[config.mk]
export PLATFORM = sky130hd
export DESIGN_NAME = pwr_guard_expander
export DESIGN_NICKNAME = d
export VERILOG_FILES = /design/src/rtl/pge_pkg.sv /design/src/rtl/pge_sync.sv /design/src/rtl/pge_bus_if.sv /design/src/rtl/pge_fault_ctl.sv /design/src/rtl/pwr_guard_expander.sv
export SDC_FILE = /design/constraint.sdc
export NUM_CORES = 1
export LEC_CHECK = 0
export ABC_AREA = 0
export CAP_MARGIN = 20
export CORE_MARGIN = 2
export CORE_UTILIZATION = 39
export DETAILED_ROUTE_END_ITERATION = 12
export DONT_BUFFER_PORTS = 1
export PLACE_DENSITY = 0.58
export SLEW_MARGIN = 10
export SYNTH_ARGS = -nofsm -noshare
export SYNTH_HDL_FRONTEND = slang
export SYNTH_SLANG_ARGS = --single-unit
[constraint.sdc]
create_clock -name clk -period 1.8 [get_ports clk]
set_clock_uncertainty 0.15 [all_clocks]
set_input_delay 0.18 -clock clk [delete_from_list [all_inputs] [get_ports clk]]
set_output_delay 0.18 -clock clk [all_outputs]
set_load 0.01 [all_outputs]
[src/rtl/pge_pkg.sv]
package pge_pkg;
  localparam int ADDR_W = 2;

  typedef enum logic [ADDR_W-1:0] {
    GRP_IN_A  = 2'b00,
    GRP_IN_B  = 2'b01,
    GRP_STAT  = 2'b10,
    GRP_SPARE = 2'b11
  } grp_sel_e;

  localparam int ST_OV_FLAG = 0;
  localparam int ST_OC_FLAG = 1;
  localparam int ST_OV_LVL  = 2;
  localparam int ST_OC_LVL  = 3;

  function automatic logic [7:0] pack_status(input logic ov_f, input logic oc_f,
                                             input logic ov_l, input logic oc_l);
    logic [7:0] s;
    s = '0;
    s[ST_OV_FLAG] = ov_f;
    s[ST_OC_FLAG] = oc_f;
    s[ST_OV_LVL]  = ov_l;
    s[ST_OC_LVL]  = oc_l;
    return s;
  endfunction
endpackage

[src/rtl/pge_sync.sv]
module pge_sync #(
  parameter int WIDTH  = 2,
  parameter int STAGES = 2
) (
  input  logic             clk,
  input  logic             rst_n,
  input  logic [WIDTH-1:0] d,
  output logic [WIDTH-1:0] q
);
  logic [WIDTH-1:0] stage [STAGES];

  generate
    for (genvar i = 0; i < STAGES; i++) begin : g_stage
      if (i == 0) begin : g_first
        always_ff @(posedge clk or negedge rst_n)
          if (!rst_n) stage[0] <= '0;
          else        stage[0] <= d;
      end else begin : g_next
        always_ff @(posedge clk or negedge rst_n)
          if (!rst_n) stage[i] <= '0;
          else        stage[i] <= stage[i-1];
      end
    end
  endgenerate

  assign q = stage[STAGES-1];
endmodule

[src/rtl/pge_bus_if.sv]
module pge_bus_if
  import pge_pkg::*;
#(
  parameter int DW = 8
) (
  input  logic              clk,
  input  logic              rst_n,
  input  logic              sel_n,
  input  logic              rd_n,
  input  logic              wr_n,
  input  logic [ADDR_W-1:0] addr,
  input  logic [DW-1:0]     wdata,
  input  logic [DW-1:0]     in_a,
  input  logic [DW-1:0]     in_b,
  input  logic [DW-1:0]     status,
  output logic [DW-1:0]     rdata,
  output logic              rd_oe,
  output logic [DW-1:0]     port_c,
  output logic [DW-1:0]     port_d,
  output logic              clr_req
);
  logic              sel_q, wr_q;
  logic [ADDR_W-1:0] addr_q;
  logic [DW-1:0]     data_q;
  logic              wr_rise, wr_c_evt, wr_d_evt;

  // previous-cycle copy of the bus, used by the write edge
  always_ff @(posedge clk or negedge rst_n)
    if (!rst_n) begin
      sel_q  <= 1'b1;
      wr_q   <= 1'b1;
      addr_q <= '0;
      data_q <= '0;
    end else begin
      sel_q  <= sel_n;
      wr_q   <= wr_n;
      addr_q <= addr;
      data_q <= wdata;
    end

  assign wr_rise  = wr_n && !wr_q && !sel_q;
  assign wr_c_evt = wr_rise && (addr_q == GRP_IN_A);
  assign wr_d_evt = wr_rise && (addr_q == GRP_IN_B);
  assign clr_req  = wr_rise && (addr_q == GRP_STAT) && data_q[0];

  always_ff @(posedge clk or negedge rst_n)
    if (!rst_n) begin
      port_c <= '0;
      port_d <= '0;
    end else begin
      if (wr_c_evt) port_c <= data_q;
      if (wr_d_evt) port_d <= data_q;
    end

  always_comb begin
    rdata = '0;
    rd_oe = 1'b0;
    if (!sel_n && !rd_n) begin
      unique case (grp_sel_e'(addr))
        GRP_IN_A:  begin rdata = in_a;   rd_oe = 1'b1; end
        GRP_IN_B:  begin rdata = in_b;   rd_oe = 1'b1; end
        GRP_STAT:  begin rdata = status; rd_oe = 1'b1; end
        GRP_SPARE: begin rdata = '0;     rd_oe = 1'b0; end
      endcase
    end
  end


  port_c_load_chk: assert property (@(posedge clk) disable iff (!rst_n)
    wr_c_evt |=> port_c == $past(data_q));

  port_d_load_chk: assert property (@(posedge clk) disable iff (!rst_n)
    wr_d_evt |=> port_d == $past(data_q));

  port_c_hold_chk: assert property (@(posedge clk) disable iff (!rst_n)
    !wr_c_evt |=> $stable(port_c));

  port_d_hold_chk: assert property (@(posedge clk) disable iff (!rst_n)
    !wr_d_evt |=> $stable(port_d));
endmodule

[src/rtl/pge_fault_ctl.sv]
module pge_fault_ctl
  import pge_pkg::*;
#(
  parameter int DW          = 8,
  parameter int SYNC_STAGES = 2
) (
  input  logic          clk,
  input  logic          rst_n,
  input  logic          fault_ov,
  input  logic          fault_oc,
  input  logic          clr_req,
  output logic          ov_flag,
  output logic          oc_flag,
  output logic          latched,
  output logic [DW-1:0] status
);
  logic [1:0] lvl;
  logic       ov_lvl, oc_lvl, any_lvl, clr_ok;

  pge_sync #(.WIDTH(2), .STAGES(SYNC_STAGES)) u_sync (
    .clk  (clk),
    .rst_n(rst_n),
    .d    ({fault_oc, fault_ov}),
    .q    (lvl)
  );

  assign ov_lvl  = lvl[0];
  assign oc_lvl  = lvl[1];
  assign any_lvl = ov_lvl || oc_lvl;
  assign clr_ok  = clr_req && !any_lvl;

  // set wins over clear; clear only when both levels are quiet
  always_ff @(posedge clk or negedge rst_n)
    if (!rst_n) begin
      ov_flag <= 1'b0;
      oc_flag <= 1'b0;
    end else begin
      ov_flag <= ov_lvl || (ov_flag && !clr_ok);
      oc_flag <= oc_lvl || (oc_flag && !clr_ok);
    end

  assign latched = ov_flag || oc_flag;

  always_comb begin
    status = '0;
    status[7:0] = pack_status(ov_flag, oc_flag, ov_lvl, oc_lvl);
  end


  fault_set_chk: assert property (@(posedge clk) disable iff (!rst_n)
    any_lvl |=> latched);

  fault_sticky_chk: assert property (@(posedge clk) disable iff (!rst_n)
    latched && !clr_req |=> latched);

  clr_block_chk: assert property (@(posedge clk) disable iff (!rst_n)
    latched && clr_req && any_lvl |=> latched);

  clr_done_chk: assert property (@(posedge clk) disable iff (!rst_n)
    clr_req && !any_lvl |=> !latched);
endmodule

[src/rtl/pwr_guard_expander.sv]
module pwr_guard_expander
  import pge_pkg::*;
#(
  parameter int PWM_CH      = 6,
  parameter int DW          = 8,
  parameter int SYNC_STAGES = 2
) (
  input  logic              clk,
  input  logic              rst_n,
  input  logic [PWM_CH-1:0] pwm_in,
  input  logic              fault_ov,
  input  logic              fault_oc,
  input  logic              bus_sel_n,
  input  logic              bus_rd_n,
  input  logic              bus_wr_n,
  input  logic [1:0]        bus_addr,
  input  logic [DW-1:0]     bus_wdata,
  output logic [DW-1:0]     bus_rdata,
  output logic              bus_rd_oe,
  input  logic [DW-1:0]     in_a,
  input  logic [DW-1:0]     in_b,
  output logic [DW-1:0]     out_c,
  output logic [DW-1:0]     out_d,
  output logic [PWM_CH-1:0] pwm_out,
  output logic              irq_ov,
  output logic              irq_oc,
  output logic [2:0]        pwm_flt
);
  logic          clr_req, ov_flag, oc_flag, fault_latched, gate_en;
  logic [DW-1:0] status;

  pge_bus_if #(.DW(DW)) u_bus (
    .clk    (clk),
    .rst_n  (rst_n),
    .sel_n  (bus_sel_n),
    .rd_n   (bus_rd_n),
    .wr_n   (bus_wr_n),
    .addr   (bus_addr),
    .wdata  (bus_wdata),
    .in_a   (in_a),
    .in_b   (in_b),
    .status (status),
    .rdata  (bus_rdata),
    .rd_oe  (bus_rd_oe),
    .port_c (out_c),
    .port_d (out_d),
    .clr_req(clr_req)
  );

  pge_fault_ctl #(.DW(DW), .SYNC_STAGES(SYNC_STAGES)) u_fault (
    .clk     (clk),
    .rst_n   (rst_n),
    .fault_ov(fault_ov),
    .fault_oc(fault_oc),
    .clr_req (clr_req),
    .ov_flag (ov_flag),
    .oc_flag (oc_flag),
    .latched (fault_latched),
    .status  (status)
  );

  assign gate_en = rst_n && !fault_latched;

  generate
    for (genvar ch = 0; ch < PWM_CH; ch++) begin : g_gate
      assign pwm_out[ch] = gate_en && pwm_in[ch];
    end
  endgenerate

  assign irq_ov     = ov_flag;
  assign irq_oc     = oc_flag;
  assign pwm_flt[0] = ov_flag;
  assign pwm_flt[1] = oc_flag;
  assign pwm_flt[2] = fault_latched;


  gate_block_chk: assert property (@(posedge clk) disable iff (!rst_n)
    $past(fault_latched) && fault_latched |-> pwm_out == '0);

  flt_report_chk: assert property (@(posedge clk) disable iff (!rst_n)
    fault_latched |-> pwm_flt[2] && (irq_ov || irq_oc));
endmodule

## Yosys cells after proc, flatten, opt, wreduce, memory -nomap -nowiden

Index checks and enable logic that the tools add are counted.

- Output and inout bits: 36
- Bits in registers: 34
- Input port bits: 39
- Logic and storage cells: 50

- Mux-type cells: 4
- Reduce and logical (&&, ||, !) cells: 31
- Equality and inequality tests: 5

Operators by type and width:

| kind | number |
|---|---|
| $pmux 8 s4 | 1 |
| $logic_and 1x1->1 | 17 |
| $mux 8 | 1 |
| $logic_not 1->1 | 7 |
| $eq 2x2->1 const B | 3 |
| $eq 2x1->1 const B | 2 |
| $logic_not 2->1 | 2 |
| $logic_or 1x1->1 | 4 |
| $reduce_or 3->1 | 1 |
| $pmux 1 s2 | 1 |
| $mux 1 | 1 |

## Logic depth before layout (Yosys ltp)

Gate-level depths: netlist of run 1.

- Word-level depth: 9
- Gate-level depth with buffers: 4
- Gate-level depth less buffers: 3

## Hierarchy

From an unflattened synthesis of run 1, not the netlist that was laid out.

- Cells, all modules: 117
- Area, all modules: 1536.5 µm²

Modules (own cells, without submodules):

| module | times used | sequential area each (µm²) | cells an instance | area each (µm²) |
|---|---|---|---|---|
| pge_bus_if | 1 | 703.2 | 88 | 1213.7 |
| pge_fault_ctl | 1 | 50.0 | 14 | 132.6 |
| pge_sync | 1 | 100.1 | 6 | 115.1 |
| pwr_guard_expander | 1 | 0.0 | 9 | 75.1 |

## Least setup slack after synthesis of run 1

No wires, ideal clock.

- Path type: reg-to-reg
- Start point: reg u_bus.wr_q
- End point: reg u_bus.port_d[0]
- Stages on the path, launching flop included: 5
- Library setup time: 0.125 ns
- Setup slack: -0.035 ns
- Clock period less this slack: 1.835 ns
- Arrival: 1.560 ns
- Data required time: 1.525 ns
- Buffers on the path: 1
- Cells stage by stage: dfstp_2 or3b_1 or3b_1 buf_6 mux2_4

- Longest elaborated chain between the ends: 4

Ends and longest elaborated chain:

| element | line | RTL |
|---|---|---|
| start: declaration | pge_bus_if.sv:22 | `logic sel_q, wr_q;` |
| start signal: assignment | pge_bus_if.sv:36 | `wr_q <= wr_n;` |
| $logic_not 1->1 | pge_bus_if.sv:41 | `assign wr_rise = wr_n && !wr_q && !sel_q;` |
| $logic_and 1x1->1 (2 in series) | pge_bus_if.sv:41 |  |
| $logic_and 1x1->1 | pge_bus_if.sv:43 | `assign wr_d_evt = wr_rise && (addr_q == GRP_IN_B);` |
| end signal: assignment | pge_bus_if.sv:52 | `if (wr_d_evt) port_d <= data_q;` |
| end: declaration | pge_bus_if.sv:19 | `output logic [DW-1:0] port_d,` |

No other way between the ends.
A chain may end at the register's enable or synchronous reset.

## Final worst setup path of run 1

- Start point: reg u_bus.wr_q
- End point: reg u_bus.port_d[2]

The elaborated chain is that of the path after synthesis.

==> run summary, run 1 <==
Root Buffer Master: clkbuf_4
Slew @ Worst Pin: 0.271 ns
Worst EP arrival: 1.92 ns
Rows: 21
DP Wirelength: 1770 um
Hold Crit Class: input pin to async pin
CP Class: flip-flop to flip-flop
Max-slew violations: 0
Num CTS Buffers: 5
Wirelength, routed: 2660 um
Clock tree buffer depth: 2
CTS sink cnt: 34
GR Overflow Total: 0
Fmax: 542 MHz
DRC errors left: 0
Initial antenna violation count: 0
Mapped cell area: 0.00140 sq mm
Status: finished with violations
Failing checks: negative setup slack
Ports: 75
Area grow syn2layout: 22.5%
Placer Congestion: 0.691
Maximum VDD drop: 0.577 mV
Vias in the first global route: 837
Net count reported at finish: 160
Clk pin slew, worst setup/hold paths: 0.10 ns
RSZ-0062 raised after global routing: true
Chip Height: 63.9 um
Min Tclk post-route: 1.85 ns
Final-report setup violation count: 8
Die X: 63.9 um
Final antenna-violating net count: 0
Register area share after synthesis: 61.1%
Total track usage: 13.2%
Final worst path period share: 103%
H-tree depth: 2
Rel. slew slack: 82.0%
DIE AREA: 0.00408 sq mm
Port-buffer cells: 0
Synth top area share: 57.3%
Register bit total from synthesis: 34
Worst skew pair latency: 0.33 ns
YS warnings: 0
WL/cell: 15.8 um
Max cap viols: 0
Initial DRC Count: 14
Antenna cells: 0
Crit-path max FO: 8
Post-DP Area: 0.00144 sq mm
Synth area leader: dfrtp_1
Synth Instances: 101
CTS tree: built
Total power: 1.60 mW
R2R setup slack: -0.05 ns
Syn_nets: 140
Hold Violations, Final: 0
Final instance area: 0.00171 sq mm
Drt via density: 4.87
Slack of the critical path: -0.0462 ns
First-pass GRT wire length: 4050 um
Share of layout cells above drive strength 1: 39.3%
Initial Util: 41.2%
Synth unique cells: 21
Core Footprint: 0.00339 sq mm
Largest net degree at the start of global routing: 35
Startpoint types: flip-flop
DR pass1 iterations: 4
Via count: 818
Leak: 0.769 nW
Mapped Avg Cell Area: 13.8 sq um
Leading post-synthesis cells by cell area: dfrtp_1 57%, mux2_4 8.6%, mux2_2 6.4%
PD cells: 937 mW/mm^2
Critical path capture point type: flip-flop
Worst EP required: 1.87 ns
## metrics by stage
stage / TNS (ns) / hold WS (ns) / setup slack (ns) / util [%] / instances
final: -0.332 / 0.135 / -0.0462 / 50.5 / 168
after global placement: -0.272 / -0.265 / -0.0343 / 42.5 / 144
after CTS: -0.403 / 0.133 / -0.0570 / 50.0 / 168
after floorplan: -0.0121 / -0.266 / -0.00151 / - / 101
after global routing: -1.17 / 0.128 / -0.0943 / 50.5 / 168
after detailed placement: -0.428 / -0.265 / -0.0615 / 42.5 / 144
## critical path, cell delays in order, from the launching register on
cell,delay [ns]
dfstp_2,0.37
or3b_4,0.39
or3b_1,0.37
buf_6,0.16
mux2_4,0.30
## timing repair
item / 4_1_cts / 5_1_grt
endpoints found under the setup margin: 25 / 24
setup buffers: 0 / 0
gates resized for setup: 9 / 6
pin swaps: 0 / 2
hold endpoints to repair: 48 / 0
hold buffers: 16 / 0
## final cells by class
cell class	instances	area (sq um)
Inverter	2	7.51
Sequential cell	34	856
Clock buffer	7	55.1
Timing Repair Buffer	19	200
Fill cell	295	1680
Multi-Input combinational cell	59	531
Tap cell	46	57.6
Clock inverter	1	5.00
## synthesized netlist by cell type
master and instances:
buf_4 3, or3_1 1, or3b_1 3, and2_1 6, a21o_1 1, nand2_1 4
mux2i_1 8, clkbuf_1 2, or4_1 1, dfrtp_1 32, inv_1 2, nor2_1 5
mux2_4 8, or2_2 6, buf_6 1, mux2_2 8, nor3_2 1, nor2b_1 1
dfstp_2 2, a21oi_1 5, o21a_1 1
## path summary, 6_finish.rpt
check | from | endpoint | depth (start not counted)
min | rst_n | u_bus.port_d[0] | 2
max in group asynchronous | rst_n | u_bus.wr_q | 2
min in group clk | u_fault.u_sync.stage[2] | u_fault.u_sync.q[0] | 0
min reg2reg | u_fault.u_sync.stage[2] | u_fault.u_sync.q[0] | 0
max | u_bus.wr_q | u_bus.port_d[2] | 4
max reg2reg | u_bus.wr_q | u_bus.port_d[2] | 4
## registers in the layout, summed over array words and instances, names as in the netlist
signal / cells
u_bus.data_q: 8
u_bus.port_c: 8
u_bus.port_d: 8
u_bus.addr_q: 2
u_fault.u_sync.q: 2
u_fault.u_sync.stage: 2
u_bus.sel_q: 1
u_bus.wr_q: 1
u_fault.oc_flag: 1
u_fault.ov_flag: 1
## logic make-up (layout without fill, tap and decap cells)
kind of cell / Yosys count / in the layout / synth area share, %
AND/OR/NAND/NOR: 28 / 28 / 11.8
flip-flops: 34 / 34 / 61.1
AO/OA/AOI/OAI: 7 / 7 / 2.86
buffers and inverters: 8 / 29 / 3.49
multiplexers: 24 / 24 / 20.8
## metal layers
metal / vias up / routed length (um) / track usage (%)
li1: 377 / - / -
met1: 404 / 1060 / 16.1
met2: 33 / 1340 / 20.4
met3: 4 / 239 / 7.04
met4: 0 / 21 / 3.26
met5: - / 0 / 0
## report_power, final
group          total (mW)  switching (mW)  leakage [nW]  internal (mW)
Sequential          0.980           0.112         0.397          0.867
Combinational       0.191          0.0582         0.337          0.133
Clock               0.434           0.245        0.0353          0.189
## cell usage in the layout (no fill, tap or decap)
| master | netlist | layout |
|---|---|---|
| dfstp_2 | 2 | 2 |
| a21oi_1 | 5 | 4 |
| buf_4 | 3 | 1 |
| dfrtp_1 | 32 | 30 |
| inv_1 | 2 | 2 |
| o21a_1 | 1 | 1 |
| or3b_4 | 0 | 1 |
| clkbuf_4 | 0 | 5 |
| nor3_2 | 1 | 1 |
| a21o_1 | 1 | 1 |
| buf_12 | 0 | 1 |
| dfrtp_2 | 0 | 2 |
| nor2_1 | 5 | 4 |
| and2_4 | 0 | 6 |
| or3b_1 | 3 | 2 |
| mux2_4 | 8 | 8 |
| mux2_2 | 8 | 8 |
| buf_6 | 1 | 2 |
| clkbuf_8 | 0 | 1 |
| or2_2 | 6 | 5 |
| a21oi_2 | 0 | 1 |
| clkinv_2 | 0 | 1 |
| dlygate4sd3_1 | 0 | 15 |
| clkbuf_1 | 2 | 1 |
| or2_4 | 0 | 1 |
| nor2b_1 | 1 | 1 |
| or3_1 | 1 | 1 |
| or4_4 | 0 | 1 |
| mux2i_1 | 8 | 8 |
| nor2_4 | 0 | 1 |
| nand2_1 | 4 | 4 |
No activity file was read; power rests on OpenSTA's default activity.
==> run 2, diff against run 1 <==
--- a/config.mk
+++ b/config.mk
@@ -6,12 +6,14 @@
 export NUM_CORES = 1
 export LEC_CHECK = 0
 export ABC_AREA = 0
-export CAP_MARGIN = 20
+export CAP_MARGIN = 15
+export CELL_PAD_IN_SITES_DETAIL_PLACEMENT = 0
+export CELL_PAD_IN_SITES_GLOBAL_PLACEMENT = 1
 export CORE_MARGIN = 2
 export CORE_UTILIZATION = 39
 export DETAILED_ROUTE_END_ITERATION = 12
 export DONT_BUFFER_PORTS = 1
-export PLACE_DENSITY = 0.58
+export PLACE_DENSITY = 0.72
 export SLEW_MARGIN = 10
 export SYNTH_ARGS = -nofsm -noshare
 export SYNTH_HDL_FRONTEND = slang
==> run summary, run 2 (synthesized netlist as in run 1, its figures left out) <==
Rel. slew slack: 82.3%
Leak: 0.789 nW
Chip Height: 63.9 um
Initial antenna violation count: 0
Hold slack final: 0.144 ns
Crit-path max FO: 8
Failing checks: negative setup slack
Critical path, cell by cell: or3b_4, or3b_4, mux2_4
Share of layout cells above drive strength 1: 39.7%
Placer Congestion: 0.677
Area grow syn2layout: 24.4%
Hold Violations, Final: 0
Final worst path period share: 102%
Final Util: 51.3%
Worst skew pair latency: 0.32 ns
Max cap viols: 0
Worst EP arrival: 1.90 ns
DIE AREA: 0.00408 sq mm
Total track usage: 13.6%
Net count reported at finish: 159
Crit path top cell by count: or3b_4
RR Startpoint: u_bus.wr_q
Core Footprint: 0.00339 sq mm
Non-filler cells, final: 167
Min Tclk post-route: 1.84 ns
Antenna cells: 0
# fillers: 284
DRC errors left: 0
Die X: 63.9 um
CP Launch Point: u_bus.wr_q
Clock tree buffer depth: 2
Highest-count cells in the layout ignoring fill and taps: 30 x dfrtp_1, 16 x mux2_4, 15 x dlygate4sd3_1, 8 x mux2i_1, 6 x and2_4
Area of the multi-input gates: 569 sq um
CTS tree: built
Critical path capture point type: flip-flop
Final antenna-violating net count: 0
Largest net degree at the start of global routing: 35
Slack of the critical path: -0.0424 ns
CP Class: flip-flop to flip-flop
H-tree depth: 2
CTS sink cnt: 34
First-pass GRT wire length: 4200 um
DP Wirelength: 1810 um
Placed cell count: 143
Most common cell after layout, fill and taps aside: dfrtp_1
Vias in the first global route: 868
WL/cell: 16.8 um
Initial DRC Count: 7
Max-slew violations: 0
GR Overflow Total: 0
Final instance area: 0.00174 sq mm
Via count: 833
Register area: 856 sq um
Maximum VDD drop: 0.656 mV
Drt via density: 4.99
Clk pin slew, worst setup/hold paths: 0.10 ns
Top Usage Layer GRT: met2
Setup TNS Final: -0.216 ns
Total power: 1.63 mW
Startpoint types: flip-flop
Rows: 21
CP max-delay cell: or3b_4
Num CTS Buffers: 5
Worst path max stage delay: 0.48 ns
Worst EP required: 1.86 ns
Initial Util: 41.2%
GRT met2 Usage: 22.9%
Root Buffer Master: clkbuf_4
Final-report setup violation count: 8
Slew @ Worst Pin: 0.266 ns
Port-buffer cells: 0
Status: finished with violations
M1 GR Usage: 15.1%
RSZ-0062 raised after global routing: true
Pre-CTS setup slack: -0.0657 ns
Wirelength, routed: 2810 um
Post-DP Area: 0.00143 sq mm
Ports: 75
Met3 usage: 7.04%
Largest regs: u_bus.data_q x8, u_bus.port_c x8, u_bus.port_d x8
PD cells: 938 mW/mm^2
DR pass1 iterations: 4
Hold Crit Class: input pin to async pin
Fmax: 543 MHz
run 2: path summary, 6_finish.rpt:
path	to	slack (ns)	depth (start not counted)
worst max register to register	u_bus.port_d[1]	-0.04	3
worst max-delay path	u_bus.port_d[1]	-0.04	3
min in group clk	u_fault.u_sync.q[0]	0.21	0
worst min-delay path	u_bus.port_d[7]	0.14	2
worst min register to register	u_fault.u_sync.q[0]	0.21	0
max in group asynchronous	u_bus.wr_q	1.12	2
run 2: power breakdown:
group	internal, mW	leakage, nW	total [mW]	switching [mW]
Sequential	0.867	0.397	0.986	0.118
Combinational	0.156	0.356	0.220	0.0649
Clock	0.189	0.0353	0.425	0.236
Total	1.21	0.789	1.63	0.419
run 2: layer usage:
metal,part of all wire (%),vias up
met5,0,-
met4,0,0
met3,8.6,0
met2,53,34
met1,39,420
li1,-,379
run 2: final cells by class:
class | instances | area share, %
clock inverters | 1 | 0.288
well taps | 46 | 3.31
inverters | 2 | 0.432
flip-flops and latches | 34 | 49.2
repair buffers | 18 | 10.9
clock buffers | 7 | 3.17
multi-input cells | 59 | 32.7
run 2: worst max-delay path: cells and delay by family (launching register included):
family	cells	cell delay, ns
simple gates	2	0.86
flops	1	0.38
mux	1	0.33
run 2: timing repair:
| action | 4_1_cts | 5_1_grt |
|---|---|---|
| hold buffers | 16 | 0 |
| endpoints found under the hold margin | 48 | 0 |
| gates resized for setup | 7 | 18 |
| pin swaps | 0 | 4 |
| setup endpoints to repair | 16 | 24 |
| buffers inserted | 1 | 0 |
==> run 3, diff against run 2 <==
--- a/config.mk
+++ b/config.mk
@@ -17,4 +17,5 @@
 export SLEW_MARGIN = 10
 export SYNTH_ARGS = -nofsm -noshare
 export SYNTH_HDL_FRONTEND = slang
+export SYNTH_HIERARCHICAL = 1
 export SYNTH_SLANG_ARGS = --single-unit
==> run summary, run 3 <==
PD cells: 1110 mW/mm^2
Clock tree buffer depth: 2
Setup TNS Final: 0 ns
Most common cell after layout, fill and taps aside: dfrtp_1
Port-buffer cells: 0
Leak: 0.841 nW
# fillers: 333
Clk pin slew, worst setup/hold paths: 0.07 ns
Maximum VDD drop: 0.583 mV
Startpoint types: flip-flop
DRC errors left: 0
Worst EP required: 1.81 ns
Leading post-synthesis cells by cell area: dfrtp_1 52%, mux2_4 7.8%, mux2_2 5.9%
Antenna cells: 0
Final Util: 49.5%
Hold Crit Class: input pin to flip-flop
DIE AREA: 0.00446 sq mm
Vias in the first global route: 957
Chip Height: 66.8 um
Largest regs: u_bus/data_q x8, u_bus/port_c x8, u_bus/port_d x8
YS warnings: 6
Initial DRC Count: 11
Register area share after synthesis: 55.5%
Via count: 888
DR pass1 iterations: 4
Core Footprint: 0.00372 sq mm
Worst skew pair latency: 0.28 ns
Initial antenna violation count: 0
Fmax: 585 MHz
Final worst path period share: 95.0%
Crit-path max FO: 8
Highest-count cells in the layout ignoring fill and taps: 31 x dfrtp_1, 15 x dlygate4sd3_1, 9 x or2_2, 9 x nand2_1
Root Buffer Master: clkbuf_8
Asr flop ratio synth: 100%
CP Class: flip-flop to flip-flop
Rows: 22
Die X: 66.8 um
Synth cell count leaders: 32 x dfrtp_1, 11 x buf_4, 10 x or2_2, 9 x a21oi_1, 9 x nand2_1
Synth top area share: 52.1%
Synth Instances: 117
WL/cell: 15.8 um
RSZ-0062 raised after global routing: false
CTS sink cnt: 34
First-pass GRT wire length: 4720 um
Status: complete, no violations
Num CTS Buffers: 5
GR Overflow Total: 0
Critical path capture point type: flip-flop
Wirelength, routed: 2840 um
Hold slack final: 0.0773 ns
Max-slew violations: 0
Total track usage: 14.5%
Final antenna-violating net count: 0
DP Wirelength: 2010 um
Synth unique cells: 21
Max cap viols: 0
Mapped cell area: 0.00154 sq mm
Cell with the most instances after synthesis: dfrtp_1
# Post-CTS Setup Buffers: 0
Register bit total from synthesis: 34
Placer Congestion: 0.593
Slack of the critical path: 0.0892 ns
Total power: 2.04 mW
Area grow syn2layout: 19.8%
Worst EP arrival: 1.72 ns
Ports: 75
CTS tree: built
EDFF count, synth: 0
Largest net degree at the start of global routing: 35
Synth area leader: dfrtp_1
Final-report setup violation count: 0
H-tree depth: 2
Share of layout cells above drive strength 1: 35.9%
Min Tclk post-route: 1.71 ns
Top FF cell, synth: dfrtp_1
Net count reported at finish: 169
Hold Violations, Final: 0
Drt via density: 4.96
Mapped Avg Cell Area: 13.1 sq um
Pre-CTS setup slack: 0.104 ns
Initial Util: 41.3%
run 3: what timing repair did:
action                                  CTS  global route
gates cloned                              0             0
endpoints found under the setup margin    6             7
endpoints found under the hold margin    48             0
resized for setup                         1             5
hold buffers                             16             0
run 3: cell families (layout without fill, tap and decap cells):
family / Yosys count / count (layout) / share of synthesized area (%)
buffers and inverters: 15 / 26 / 6.92
and+or+nand+nor: 32 / 32 / 14.5
AOI/OAI and AO/OA: 11 / 11 / 3.91
muxes: 24 / 24 / 18.9
other: 1 / 4 / 0.244
DFF: 34 / 34 / 55.5
run 3: final timing paths:
| path | from | end | slack [ns] | cells after the start |
|---|---|---|---|---|
| max in group asynchronous | rst_n | u_bus/sel_q | 1.07 | 2 |
| max | u_bus/wr_q | u_bus/port_d[2] | 0.09 | 3 |
| min in group asynchronous | rst_n | u_bus/data_q[3] | 0.20 | 2 |
| min reg2reg | u_fault/u_sync/stage[3] | u_fault/u_sync/q[1] | 0.20 | 0 |
| min | bus_wr_n | u_fault/oc_flag | 0.08 | 4 |
| max reg2reg | u_bus/wr_q | u_bus/port_d[2] | 0.09 | 3 |
run 3: worst max-delay path, stage by stage, from the launching register on:
cell	delay, ns
dfstp_2	0.36
nand2b_4	0.14
or4b_4	0.60
mux2_4	0.33
run 3: routing by layer:
metal	track usage [%]	part of all wire (%)	vias to the layer above
li1	-	-	408
met1	16.8	38	436
met2	24.0	54	42
met3	5.74	7.7	2
met4	5.36	0.95	0
met5	0	0	-
run 3: final cells by class:
type | count | area (sq um) | area share [%]
well taps | 48 | 60.1 | 3.26
clock inverters | 2 | 60.1 | 3.26
repair buffers | 18 | 185 | 10.1
clock buffers | 6 | 82.6 | 4.49
flip-flops and latches | 34 | 855 | 46.4
multi-input cells | 71 | 598 | 32.5
run 3: stage by stage:
stage          cell area [sq um]  std cells
2_1_floorplan               1550        120
3_3_place_gp                1520        155
3_5_place_dp                1520        155
4_1_cts                     1830        179
5_1_grt                     1840        179
6_report                    1840        179
run 3: report_power, final:
| part | total (mW) | internal [mW] | switching, mW |
|---|---|---|---|
| Combinational | 0.202 | 0.137 | 0.0656 |
| Clock | 0.857 | 0.591 | 0.266 |
| Sequential | 0.983 | 0.869 | 0.114 |
